[config.mk]
export PLATFORM = sky130hd
export DESIGN_NAME = pkt_serial_tx
export DESIGN_NICKNAME = d
export VERILOG_FILES = /design/src/rtl/pst_pkg.sv /design/src/rtl/pst_rst_sync.sv /design/src/rtl/pst_quiet_timer.sv /design/src/rtl/pst_payload_buf.sv /design/src/rtl/pst_sequencer.sv /design/src/rtl/pkt_serial_tx.sv
export SDC_FILE = /design/constraint.sdc
export NUM_CORES = 1
export LEC_CHECK = 0
export BUFFER_PORTS_ARGS = -buffer_cell sky130_fd_sc_hd__buf_2
export CAP_MARGIN = 20
export CORE_UTILIZATION = 30
export DETAILED_ROUTE_END_ITERATION = 8
export PLACE_DENSITY = 0.48
export SYNTH_ARGS = -nofsm -noshare
export SYNTH_HDL_FRONTEND = slang
export SYNTH_HIERARCHICAL = 1
export SYNTH_SLANG_ARGS = --single-unit
[constraint.sdc]
create_clock -name clk -period 7.6 [get_ports clk]
set_clock_uncertainty 0.1 [all_clocks]
set_input_delay 1.52 -clock clk [delete_from_list [all_inputs] [get_ports clk]]
set_output_delay 1.52 -clock clk [all_outputs]
set_load 0.01 [all_outputs]
[src/rtl/pst_pkg.sv]
package pst_pkg;

  localparam int BYTE_BITS = 8;
  localparam int BIT_W     = 3;

  typedef enum logic [2:0] {
    PH_IDLE = 3'd0,
    PH_ADDR = 3'd1,
    PH_PAD  = 3'd2,
    PH_DATA = 3'd3,
    PH_GAP  = 3'd4
  } phase_e;

  // Index width for a range of n values, never below one bit.
  function automatic int idx_w(input int n);
    return (n <= 2) ? 1 : $clog2(n);
  endfunction

  function automatic int max3(input int a, input int b, input int c);
    int m;
    m = (a > b) ? a : b;
    return (m > c) ? m : c;
  endfunction

endpackage

[src/rtl/pst_rst_sync.sv]
module pst_rst_sync #(
  parameter int STAGES = 2
) (
  input  logic clk,
  input  logic rst_n_i,
  output logic rst_n_o
);

  logic [STAGES-1:0] sync_q;

  generate
    if (STAGES > 1) begin : g_chain
      always_ff @(posedge clk or negedge rst_n_i) begin
        if (!rst_n_i) sync_q <= '0;
        else          sync_q <= {sync_q[STAGES-2:0], 1'b1};
      end
    end else begin : g_single
      always_ff @(posedge clk or negedge rst_n_i) begin
        if (!rst_n_i) sync_q <= '0;
        else          sync_q <= 1'b1;
      end
    end
  endgenerate

  assign rst_n_o = sync_q[STAGES-1];

endmodule

[src/rtl/pst_quiet_timer.sv]
module pst_quiet_timer #(
  parameter int QUIET_CYCLES = 15
) (
  input  logic clk,
  input  logic rst_n,
  output logic quiet_done
);

  localparam int QW = pst_pkg::idx_w(QUIET_CYCLES + 1);
  localparam logic [QW-1:0] Q_END = QW'(QUIET_CYCLES);

  logic [QW-1:0] cnt_q, cnt_d;
  logic          cnt_en;

  assign quiet_done = (cnt_q == Q_END);
  assign cnt_en     = !quiet_done;

  always_comb begin
    cnt_d = cnt_q;
    if (cnt_en) cnt_d = cnt_q + QW'(1);
  end

  always_ff @(posedge clk or negedge rst_n) begin
    if (!rst_n) cnt_q <= '0;
    else        cnt_q <= cnt_d;
  end

endmodule

[src/rtl/pst_payload_buf.sv]
module pst_payload_buf #(
  parameter int MAX_BYTES = 8,
  localparam int BSEL_W = pst_pkg::idx_w(MAX_BYTES)
) (
  input  logic                          clk,
  input  logic                          rst_n,
  input  logic                          load,
  input  logic [MAX_BYTES*8-1:0]        din,
  input  logic [BSEL_W-1:0]             byte_sel,
  input  logic [pst_pkg::BIT_W-1:0]     bit_sel,
  output logic                          bit_o
);

  logic [MAX_BYTES-1:0][7:0] mem_q, mem_d;

  always_comb begin
    mem_d = mem_q;
    if (load) mem_d = din;
  end

  always_ff @(posedge clk or negedge rst_n) begin
    if (!rst_n) mem_q <= '0;
    else        mem_q <= mem_d;
  end

  assign bit_o = mem_q[byte_sel][bit_sel];

endmodule

[src/rtl/pst_sequencer.sv]
module pst_sequencer
  import pst_pkg::*;
#(
  parameter int ADDR_W     = 4,
  parameter int PAD_CYCLES = 5,
  parameter int MAX_BYTES  = 8,
  parameter int BYTE_GAP   = 0,
  localparam int LEN_W  = $clog2(MAX_BYTES + 1),
  localparam int BSEL_W = idx_w(MAX_BYTES),
  localparam int CNT_W  = idx_w(max3(ADDR_W, PAD_CYCLES, BYTE_BITS))
) (
  input  logic              clk,
  input  logic              rst_n,
  input  logic              quiet_done,
  input  logic              start,
  input  logic [ADDR_W-1:0] dest_addr,
  input  logic [LEN_W-1:0]  pkt_len,
  input  logic              payload_bit,
  output logic              buf_load,
  output logic [BSEL_W-1:0] byte_sel,
  output logic [BIT_W-1:0]  bit_sel,
  output logic              ready,
  output logic              ser_data,
  output logic              ser_frame_n,
  output logic              ser_valid_n
);

  localparam logic [CNT_W-1:0] ADDR_LAST = CNT_W'(ADDR_W - 1);
  localparam logic [CNT_W-1:0] PAD_LAST  = CNT_W'(PAD_CYCLES - 1);
  localparam logic [CNT_W-1:0] BIT_LAST  = CNT_W'(BYTE_BITS - 1);
  localparam logic [LEN_W-1:0] LEN_MAX   = LEN_W'(MAX_BYTES);

  phase_e            ph_q, ph_d;
  logic [CNT_W-1:0]  cnt_q, cnt_d;
  logic [BSEL_W-1:0] byte_q, byte_d;
  logic [BSEL_W-1:0] last_q, last_d;
  logic [ADDR_W-1:0] addr_q, addr_d;

  logic              gap_en;
  logic              accept;
  logic              bit_end;
  logic              final_byte;
  logic [LEN_W-1:0]  len_eff;
  logic [LEN_W-1:0]  len_m1;

  generate
    if (BYTE_GAP != 0) begin : g_gap
      assign gap_en = 1'b1;
    end else begin : g_nogap
      assign gap_en = 1'b0;
    end
  endgenerate

  // Clamp the requested count to the buffer depth; index of the last byte.
  assign len_eff = (pkt_len > LEN_MAX) ? LEN_MAX : pkt_len;
  assign len_m1  = len_eff - LEN_W'(1);

  assign ready      = quiet_done && (ph_q == PH_IDLE);
  assign accept     = ready && start && (pkt_len != '0);
  assign bit_end    = (cnt_q == BIT_LAST);
  assign final_byte = (byte_q == last_q);
  assign buf_load   = accept;
  assign byte_sel   = byte_q;
  assign bit_sel    = cnt_q[BIT_W-1:0];

  // Next-state process
  always_comb begin
    ph_d   = ph_q;
    cnt_d  = cnt_q;
    byte_d = byte_q;
    last_d = last_q;
    addr_d = addr_q;
    unique case (ph_q)
      PH_IDLE: begin
        if (accept) begin
          ph_d   = PH_ADDR;
          cnt_d  = '0;
          byte_d = '0;
          addr_d = dest_addr;
          last_d = len_m1[BSEL_W-1:0];
        end
      end
      PH_ADDR: begin
        addr_d = addr_q >> 1;
        if (cnt_q == ADDR_LAST) begin
          ph_d  = PH_PAD;
          cnt_d = '0;
        end else begin
          cnt_d = cnt_q + CNT_W'(1);
        end
      end
      PH_PAD: begin
        if (cnt_q == PAD_LAST) begin
          ph_d  = PH_DATA;
          cnt_d = '0;
        end else begin
          cnt_d = cnt_q + CNT_W'(1);
        end
      end
      PH_DATA: begin
        if (bit_end) begin
          cnt_d = '0;
          if (final_byte) begin
            ph_d = PH_IDLE;
          end else if (gap_en) begin
            ph_d = PH_GAP;
          end else begin
            byte_d = byte_q + BSEL_W'(1);
          end
        end else begin
          cnt_d = cnt_q + CNT_W'(1);
        end
      end
      PH_GAP: begin
        ph_d   = PH_DATA;
        cnt_d  = '0;
        byte_d = byte_q + BSEL_W'(1);
      end
      default: ph_d = PH_IDLE;
    endcase
  end

  // Register process
  always_ff @(posedge clk or negedge rst_n) begin
    if (!rst_n) begin
      ph_q   <= PH_IDLE;
      cnt_q  <= '0;
      byte_q <= '0;
      last_q <= '0;
      addr_q <= '0;
    end else begin
      ph_q   <= ph_d;
      cnt_q  <= cnt_d;
      byte_q <= byte_d;
      last_q <= last_d;
      addr_q <= addr_d;
    end
  end

  // Wire levels decoded from registered state only.
  always_comb begin
    ser_data    = 1'b0;
    ser_frame_n = 1'b1;
    ser_valid_n = 1'b1;
    unique case (ph_q)
      PH_ADDR: begin
        ser_data    = addr_q[0];
        ser_frame_n = 1'b0;
      end
      PH_PAD, PH_GAP: begin
        ser_frame_n = 1'b0;
      end
      PH_DATA: begin
        ser_data    = payload_bit;
        ser_frame_n = bit_end && final_byte;
        ser_valid_n = 1'b0;
      end
      default: begin
        ser_data    = 1'b0;
      end
    endcase
  end

endmodule

[src/rtl/pkt_serial_tx.sv]
module pkt_serial_tx #(
  parameter int ADDR_W       = 4,
  parameter int MAX_BYTES    = 8,
  parameter int PAD_CYCLES   = 5,
  parameter int QUIET_CYCLES = 15,
  parameter int SYNC_STAGES  = 2,
  parameter int BYTE_GAP     = 0
) (
  input  logic                             clk,
  input  logic                             rst_n,
  input  logic                             start,
  output logic                             ready,
  input  logic [ADDR_W-1:0]                dest_addr,
  input  logic [$clog2(MAX_BYTES+1)-1:0]   pkt_len,
  input  logic [MAX_BYTES*8-1:0]           pkt_data,
  output logic                             ser_data,
  output logic                             ser_frame_n,
  output logic                             ser_valid_n
);

  localparam int BSEL_W = pst_pkg::idx_w(MAX_BYTES);

  logic                      rst_n_sync;
  logic                      quiet_done;
  logic                      buf_load;
  logic                      payload_bit;
  logic [BSEL_W-1:0]         byte_sel;
  logic [pst_pkg::BIT_W-1:0] bit_sel;

  pst_rst_sync #(.STAGES(SYNC_STAGES)) u_rst_sync (
    .clk     (clk),
    .rst_n_i (rst_n),
    .rst_n_o (rst_n_sync)
  );

  pst_quiet_timer #(.QUIET_CYCLES(QUIET_CYCLES)) u_quiet (
    .clk        (clk),
    .rst_n      (rst_n_sync),
    .quiet_done (quiet_done)
  );

  pst_payload_buf #(.MAX_BYTES(MAX_BYTES)) u_buf (
    .clk      (clk),
    .rst_n    (rst_n_sync),
    .load     (buf_load),
    .din      (pkt_data),
    .byte_sel (byte_sel),
    .bit_sel  (bit_sel),
    .bit_o    (payload_bit)
  );

  pst_sequencer #(
    .ADDR_W     (ADDR_W),
    .PAD_CYCLES (PAD_CYCLES),
    .MAX_BYTES  (MAX_BYTES),
    .BYTE_GAP   (BYTE_GAP)
  ) u_seq (
    .clk         (clk),
    .rst_n       (rst_n_sync),
    .quiet_done  (quiet_done),
    .start       (start),
    .dest_addr   (dest_addr),
    .pkt_len     (pkt_len),
    .payload_bit (payload_bit),
    .buf_load    (buf_load),
    .byte_sel    (byte_sel),
    .bit_sel     (bit_sel),
    .ready       (ready),
    .ser_data    (ser_data),
    .ser_frame_n (ser_frame_n),
    .ser_valid_n (ser_valid_n)
  );

endmodule

Yosys cells after proc, flatten, opt, wreduce, memory -nomap -nowiden
Index checks and enable logic that the tools add are counted.
Widths: inputs -> output; s select.
{ "word_totals": {"ff_bits": 86, "inputBits": 75, "wordCells": 76} }
{ "op_classes": {"n_addsub": 4, "magnitude_cmp": 3, "n_eq_ne": 15, "muxes": 24, "reduce_logical": 15} }
{ "ops": {"columns": ["operator", "count"], "rows": [
  ["$mux 3", 12],
  ["$pmux 3 s5", 2],
  ["$bmux 8 s3", 1],
  ["$eq 3x2->1 const B", 3],
  ["$eq 3x3->1 const B", 3],
  ["$pmux 3 s3", 1],
  ["$lt 3x4->1 const B", 2],
  ["$mux 8", 1],
  ["$ne 2x1->1 const B", 4],
  ["$pmux 4 s2", 1],
  ["$add 3x1->3 const B", 2],
  ["$reduce_and 2->1", 3],
  ["$reduce_and 5->1", 1],
  ["$reduce_bool 5->1", 1],
  ["$add 4x1->4 const B", 1],
  ["$eq 4x4->1 const B", 1],
  ["$gt 4x4->1 const B", 1],
  ["$logic_and 1x1->1", 4],
  ["$mux 4", 1],
  ["$ne 2x2->1 const B", 2],
  ["$pmux 1 s2", 2],
  ["$reduce_and 4->1", 1],
  ["$reduce_bool 4->1", 1],
  ["$bmux 1 s3", 1],
  ["other kinds (8)", 9]
]} }

Logic depth before layout (Yosys ltp)
Gate-level depths: netlist of run 1.
{ "depth": {"depth_word": 6, "mapped_depth": 7, "ltp_nobuf": 6} }

By module
Netlist of run 1, hierarchy kept.
{ "modules_own_cells": {"columns": ["module", "instances", "cells_each", "area_each_um2"], "rows": [
  ["pst_payload_buf", 1, 173, 2891.5],
  ["pst_sequencer", 1, 112, 1131.1],
  ["pst_quiet_timer", 1, 13, 185.2],
  ["pst_rst_sync", 1, 3, 53.8]
]} }

Worst setup path after synthesis of run 1
No wires, ideal clock.
{ "synth_path": {"path_type": "register to output", "start": "reg u_seq.byte_q[0], in the netlist u_seq/byte_sel[0]", "end": "out ser_data", "t_arrival_ns": 2.195, "setup_slack_ns": 3.785, "path_stages_with_launch": 8, "n_path_buf": 2, "cell_sequence": "dfrtp_1 -> buf_6 -> buf_2 -> mux4_2 -> a221oi_1 -> a21oi_1 -> a32o_1 -> a22o_1"} }
{ "synth_between": {"elab_chain_len": 5} }
{ "synth_rtl": {"columns": ["item", "line", "source"], "rows": [
  ["from (decl)", "pst_sequencer.sv:35", "logic [BSEL_W-1:0] byte_q, byte_d;"],
  ["from (signal assigned)", "pst_sequencer.sv:134", "byte_q <= byte_d;"],
  ["$bmux 8 s3", "pst_payload_buf.sv:26", "assign bit_o = mem_q[byte_sel][bit_sel];"],
  ["$mux 8 (implied by the code)", "pst_payload_buf.sv:26", null],
  ["$bmux 1 s3", "pst_payload_buf.sv:26", null],
  ["$mux 1 (implied by the code)", "pst_payload_buf.sv:26", null],
  ["via payload_bit", "pkt_serial_tx.sv:26", "logic payload_bit;"],
  ["$pmux 1 s2", "pst_sequencer.sv:145", "unique case (ph_q)"],
  ["to (decl)", "pkt_serial_tx.sv:16", "output logic ser_data,"]
]} }
The timed path passes the listed nets, and every way through them passes these cells. The select of a mux whose other input is x is not followed.

Final worst setup path of run 1
Same ends and word-level chain as after synthesis.

==> results of run 1 <==
flip-flops by register name, summed over array words and instances (netlist names):
register           count
u_seq/last_q           3
u_buf/mem_q           64
u_seq/addr_q           4
u_quiet/cnt_q          4
u_seq/ph_q             2
u_seq/byte_sel         3
u_seq/bit_sel          3
u_rst_sync/sync_q      2
critical path, cell delays in order (launching register included):
cell	delay [ns]
sky130_fd_sc_hd__dfrtp_1	0.67
sky130_fd_sc_hd__mux4_1	0.63
sky130_fd_sc_hd__mux4_2	0.46
sky130_fd_sc_hd__nand2b_1	0.18
sky130_fd_sc_hd__a32o_1	0.29
sky130_fd_sc_hd__a22o_1	0.20
sky130_fd_sc_hd__buf_2	0.14
kinds of logic (layout without fill, tap and decap cells):
family	after synthesis	in the layout	synth area share [%]
AO/OA/AOI/OAI	41	41	8.162
XOR/XNOR	5	5	1.028
adder cells (fa/ha/maj)	12	12	3.523
buffers and inverters	21	105	2.173
flip-flops	85	85	49.91
multiplexers	88	88	28.24
other	1	2	0.08800
AND/OR/NAND/NOR	48	48	6.870
stage by stage:
stage	area (sq um)	power (uW)	hold WS, ns
2_1_floorplan	4262	1285	0.2312
3_3_place_gp	4847	1466	0.2371
6_report	5146	1867	0.2315
4_1_cts	5124	1896	0.2601
5_1_grt	5144	2008	0.2704
3_5_place_dp	4847	1474	0.2386
placed cells by master, fill, tap and decap left out, types with 5 or more instances in the layout:
cell type and instances:
sky130_fd_sc_hd__xnor2_1 5, sky130_fd_sc_hd__mux4_2 12, sky130_fd_sc_hd__mux4_1 5, sky130_fd_sc_hd__ha_1 12
sky130_fd_sc_hd__inv_1 6, sky130_fd_sc_hd__dfrtp_1 84, sky130_fd_sc_hd__clkbuf_16 9, sky130_fd_sc_hd__buf_2 78
sky130_fd_sc_hd__nand2_1 8, sky130_fd_sc_hd__mux2_2 65, sky130_fd_sc_hd__nor2b_1 5, sky130_fd_sc_hd__nor2_1 12
final cells by class:
cell class / count / area [sq um]
Tap cell: 180 / 225.2
Sequential cell: 85 / 2131
Clock buffer: 10 / 229.0
Timing Repair Buffer: 83 / 440.4
Antenna cell: 1 / 2.502
Inverter: 6 / 22.52
Clock inverter: 6 / 47.55
Multi-Input combinational cell: 195 / 2048
Fill cell: 1386 / 8735
metal layers:
metal  GRT usage, %  share of wire [%]  up-vias
met3          4.887                5.4        6
met5              0                  0        -
met2          22.39                 46       69
met1          19.54                 47     1364
met4          3.935               0.77        0
li1               -                  -     1291
report_power, final:
part / switching, uW / internal (uW)
Clock: 187 / 224
Sequential: 147 / 659
Combinational: 259 / 391
Total: 593 / 1270
worst min path at each step:
| stage | depth (start not counted) | endpoint |
|---|---|---|
| 3_3_place_gp | 0 | u_rst_sync/sync_q[1]$_DFF_PN0_ |
| 2_1_floorplan | 0 | u_rst_sync/sync_q[1]$_DFF_PN0_ |
| 3_5_place_dp | 0 | u_rst_sync/sync_q[1]$_DFF_PN0_ |
| 4_1_cts | 0 | u_rst_sync/sync_q[1]$_DFF_PN0_ |
| 6_report | 0 | u_buf/mem_q[34]$_DFFE_PN0P_ |
| 5_1_grt | 0 | u_rst_sync/sync_q[1]$_DFF_PN0_ |
==> metrics, run 1 <==
most frequent cell after synthesis=sky130_fd_sc_hd__dfrtp_1; WL/cell=roughly 17 um; Rel. slew slack=between 50% and 60%; Setup Viol. Count Final=0; Setup Buffers After CTS=0; fraction of the yosys area taken by sequential cells=between 40% and 50%; number of warning messages in the yosys log=6; worst reg2reg endpoint=u_buf/mem_q[12]$_DFFE_PN0P_; Worst Path Max Fanout=13; post-cts gate resize count=0; Leak Pwr=~0.0022 uW; Die Span Y=~120 um; peak ir drop on the vdd network=roughly 150 uV; core area=13880 sq um; max-slew violations=0; CTS root buffer=sky130_fd_sc_hd__clkbuf_16; Horiz. Die Dim=roughly 120 um; setup repair after global routing missed its margin=no; critical path startpoint=u_seq/byte_sel[0]$_DFFE_PN0P_; total half-perimeter wirelength after legalization and detailed placement=6761 um; Main synth FF type=sky130_fd_sc_hd__dfrtp_1; Placement Setup Slack=around 3.4 ns; mapped cell area=approximately 4300 sq um; Final Hold Violating Endpoints=0; mean cell area of the mapped netlist=14.16 sq um; cells taking the most area after synthesis=sky130_fd_sc_hd__dfrtp_1 50%, sky130_fd_sc_hd__mux2_2 17%, sky130_fd_sc_hd__mux4_2 6.3%; Overall Global Routing Usage=about 15%; Final GP Congestion=around 0.72; sort of element at the end of the critical path=output port; post-synthesis sequential element count=85; Highest Clock Rate=220.4 MHz; number of nets produced by synthesis=between 300 and 400; TritonCTS clock tree=yes; MaxCap Viol Count=0; Antenna Nets Post-Route=0; aggregate global routing overflow=0; worst reg-to-reg setup slack=5.09 ns; FF-to-FF path depth=6; average vias per placed instance=between 4 and 5; initial antenna violation count=1; synth-to-layout area growth=20.76%; post-synth top area share=about 50%; CP Launch Type=flip-flop; post-layout net count=467; share of the clock period used by the worst path=between 50% and 60%; I/O pins=79; type of the setup path with the least slack=flip-flop to output port; pwr/cell area=~360 nW/um^2; final routed DRC violation total=0; post-synth top area cell=sky130_fd_sc_hd__dfrtp_1; number of global-route vias before repair=just under 3000; data arrival time of the critical path=slightly below 3 ns; Port Buffer Count=78; global-route wire length before repair=approximately 16000 um; clock transition at the registers of the reported paths=around 0.07 ns; die outline area=about 15000 sq um; fraction of the core area covered by cells at the end of the flow=approximately 37%; share of final-layout standard cells stronger than drive strength 1=49.61%; Hold Path Class=flip-flop to async pin; number of standard-cell rows in the floorplan=between 40 and 50; setup total negative slack=0 ns; post-layout instance count excluding filler cells=566; clock sink count=85; Min Clock Period, post-route=4.538 ns; worst-skew pair later-pin latency=roughly 0.34 ns; number of distinct library cells after synthesis=53; post-detailed-routing wire length=9550 um; number of design-rule violations left by the first detailed-router iteration=~110; drt first pass iters=6; number of buffers added by the clock tree synthesis step=9; pin slew with the least headroom to its limit=approximately 0.73 ns; starting density of the core=a little under a third; clock tree buffer depth=2; Reg2Reg Launch Point=u_quiet/cnt_q[0]$_DFFE_PN0P_; async set-or-reset flop fraction in the synthesized netlist=between 90% and 100%; commonest cells in the netlist=85 x sky130_fd_sc_hd__dfrtp_1, 65 x sky130_fd_sc_hd__mux2_2, 12 x sky130_fd_sc_hd__ha_1, 12 x sky130_fd_sc_hd__mux4_2, 12 x sky130_fd_sc_hd__nor2_1; least setup slack across all paths after layout=3.062 ns; run status=finished, final reports clean; hold buffer count at CTS=0; cell count after synthesis=301; vias=between 2000 and 3000; number of placed instances with taps included=about 550; largest net degree at the start of global routing=84; Critical path destination=ser_data; number of enable-type register cells in the synthesized netlist=0; H-tree depth=3; data required time of the critical path=between 5 and 6 ns
Power figures use the tool's default switching activity.
==> run 2, diff against run 1 <==
--- a/config.mk
+++ b/config.mk
@@ -9,7 +9,7 @@
 export CAP_MARGIN = 20
 export CORE_UTILIZATION = 30
 export DETAILED_ROUTE_END_ITERATION = 8
-export PLACE_DENSITY = 0.48
+export PLACE_DENSITY = 0.5
 export SYNTH_ARGS = -nofsm -noshare
 export SYNTH_HDL_FRONTEND = slang
 export SYNTH_HIERARCHICAL = 1
==> constraint.sdc (replaced) <==
create_clock -name clk -period 4.1 [get_ports clk]
set_clock_uncertainty 0.1 [all_clocks]
set_input_delay 0.82 -clock clk [delete_from_list [all_inputs] [get_ports clk]]
set_output_delay 0.82 -clock clk [all_outputs]
set_load 0.01 [all_outputs]
==> run 2 against run 1 <==
Against the previous run: worst hold slack worse by 0.085 ns; core utilization is 0.25 points higher; setup slack worse by 2.8 ns; die area stayed put; final cell count is 0.35% lower; count of clock-buffer cells in the layout stayed put; global-route usage is 0.43 points lower; combinational power is 86% higher; total power is 91% higher; critical path depth is 1 higher; critical path type unchanged; largest cell class unchanged.
==> metrics, run 2 (synthesis gave the netlist of run 1 again) <==
sort of element at the end of the critical path=output port; max reg flops=between 60 and 70; clock sink count=85; data arrival time of the critical path=~3 ns; drt first pass iters=4; Min Clock Period, post-route=3.861 ns; number of buffers added by the clock tree synthesis step=9; global-route wire length before repair=~16000 um; clock transition at the registers of the reported paths=0.07 ns; setup repair after global routing missed its margin=no; number of global-route vias before repair=2896; register with the highest flop count=u_buf/mem_q; Die Span Y=roughly 120 um; data required time of the critical path=between 3 and 4 ns; CTS root buffer=sky130_fd_sc_hd__clkbuf_16; aggregate global routing overflow=0; critical path startpoint=u_seq/byte_sel[0]$_DFFE_PN0P_; Final Hold Violating Endpoints=0; Leak Pwr=around 0.0022 uW; Setup Viol. Count Final=0; final routed DRC violation total=0; # fillers=approximately 1400; post-layout net count=~470; Critical Path Slowest Stage Cell=sky130_fd_sc_hd__dfrtp_1; Port Buffer Count=78; total half-perimeter wirelength after legalization and detailed placement=~6600 um; Final GP Congestion=0.7420; starting density of the core=approximately 30%; synth-to-layout area growth=21.58%; H-tree depth=3; hold buffer count at CTS=0; share of final-layout standard cells stronger than drive strength 1=49.48%; delay contributed by the slowest stage of the critical path=~0.7 ns; number of placed instances with taps included=approximately 550; initial antenna violation count=0; most common cell after layout, fill and taps aside=sky130_fd_sc_hd__dfrtp_1; core area=13880 sq um; I/O pins=between 70 and 80; WL/cell=16.53 um; worst-path cell chain=buf_4 > mux4_1 > a221oi_1 > a21oi_1 > a32o_1 > a22o_1 > buf_2; setup total negative slack=0 ns; Rel. slew slack=just over 50%; run status=finished, final reports clean; die outline area=roughly 15000 sq um; Highest Clock Rate=around 260 MHz; post-layout instance count excluding filler cells=564; vias=between 2000 and 3000; number of design-rule violations left by the first detailed-router iteration=115; largest net degree at the start of global routing=84; post-cts gate resize count=0; type of the setup path with the least slack=flip-flop to output port; worst-skew pair later-pin latency=about 0.34 ns; number of standard-cell rows in the floorplan=43; peak ir drop on the vdd network=318.2 uV; registers with the highest flip-flop counts=u_buf/mem_q: 64 flops, u_quiet/cnt_q: 4 flops, u_seq/addr_q: 4 flops; Worst Path Max Fanout=14; pin slew with the least headroom to its limit=0.7213 ns; most used cells in the layout excluding fill and tap cells=84 x sky130_fd_sc_hd__dfrtp_1, 78 x sky130_fd_sc_hd__buf_2, 65 x sky130_fd_sc_hd__mux2_2; max-slew violations=0; Placement Setup Slack=around 0.56 ns; Horiz. Die Dim=121.2 um; least setup slack across all paths after layout=0.2392 ns; pwr/cell area=between 600 and 700 nW/um^2; number of antenna repair diodes=0; Reg2Reg Launch Point=u_quiet/cnt_q[0]$_DFFE_PN0P_; average vias per placed instance=between 4 and 5; TritonCTS clock tree=yes; post-detailed-routing wire length=between 9000 and 10000 um; share of the clock period used by the worst path=between 90 and 100%; MaxCap Viol Count=0; Antenna Nets Post-Route=0; Hold Path Class=input port to async pin; Overall Global Routing Usage=between 10 and 15%; clock tree buffer depth=2; Setup Buffers After CTS=0; CP Launch Type=flip-flop
==> run 2: power breakdown <==
part / switching [uW] / total (uW) / internal (uW)
logic: 481 / 1210 / 725
registers: 260 / 1480 / 1220
clock network: 343 / 877 / 534
==> run 2: metrics by stage <==
stage                     instance area, sq um  power [uW]  hold WS [ns]  util, %
after floorplan                           4262        2382        0.2312        -
after global placement                    4847        2693        0.2393    34.92
after detailed placement                  4847        2716        0.2517    34.92
after CTS                                 5161        3602        0.1377    37.18
after global routing                      5181        3803        0.1323    37.33
final                                     5181        3563        0.1469    37.33
==> run 2: final timing paths <==
| kind | to | slack (ns) | cells after the start |
|---|---|---|---|
| min in group clk | u_rst_sync/sync_q[1]$_DFF_PN0_ | 0.27 | 0 |
| worst min-delay path | u_rst_sync/sync_q[0]$_DFF_PN0_ | 0.15 | 1 |
| max in group asynchronous | u_seq/addr_q[2]$_DFFE_PN0P_ | 3.05 | 1 |
| worst max-delay path | ser_data | 0.24 | 7 |
| worst max register to register | u_buf/mem_q[4]$_DFFE_PN0P_ | 1.53 | 6 |
| worst min register to register | u_buf/mem_q[50]$_DFFE_PN0P_ | 0.21 | 0 |
==> run 2: worst max-delay path: cells and delay by family, from the launching register on <==
kind | cells | cell delay [ns]
AO/OA/AOI/OAI | 4 | 0.84
buffers and inverters | 2 | 0.49
flip-flops | 1 | 0.69
multiplexers | 1 | 0.58
==> run 2: final cells by class <==
type,count,area (sq um),share of cell area [%]
clock buffers,10,229.0,4.419
clock inverters,5,85.08,1.642
inverters,6,22.52,0.4347
multi-input cells,195,2048,39.53
flip-flops and latches,85,2131,41.13
well taps,180,225.2,4.347
repair buffers,83,440.4,8.500
==> run 2: layer usage <==
metal | wire length, um | global-route usage [%] | share of wire (%) | vias to the layer above
li1 | - | - | - | 1283
met1 | 4651 | 20.70 | 50 | 1402
met2 | 4124 | 20.18 | 44 | 70
met3 | 423 | 3.336 | 4.5 | 12
met4 | 126 | 5.093 | 1.4 | 0
met5 | 0 | 0 | 0 | -
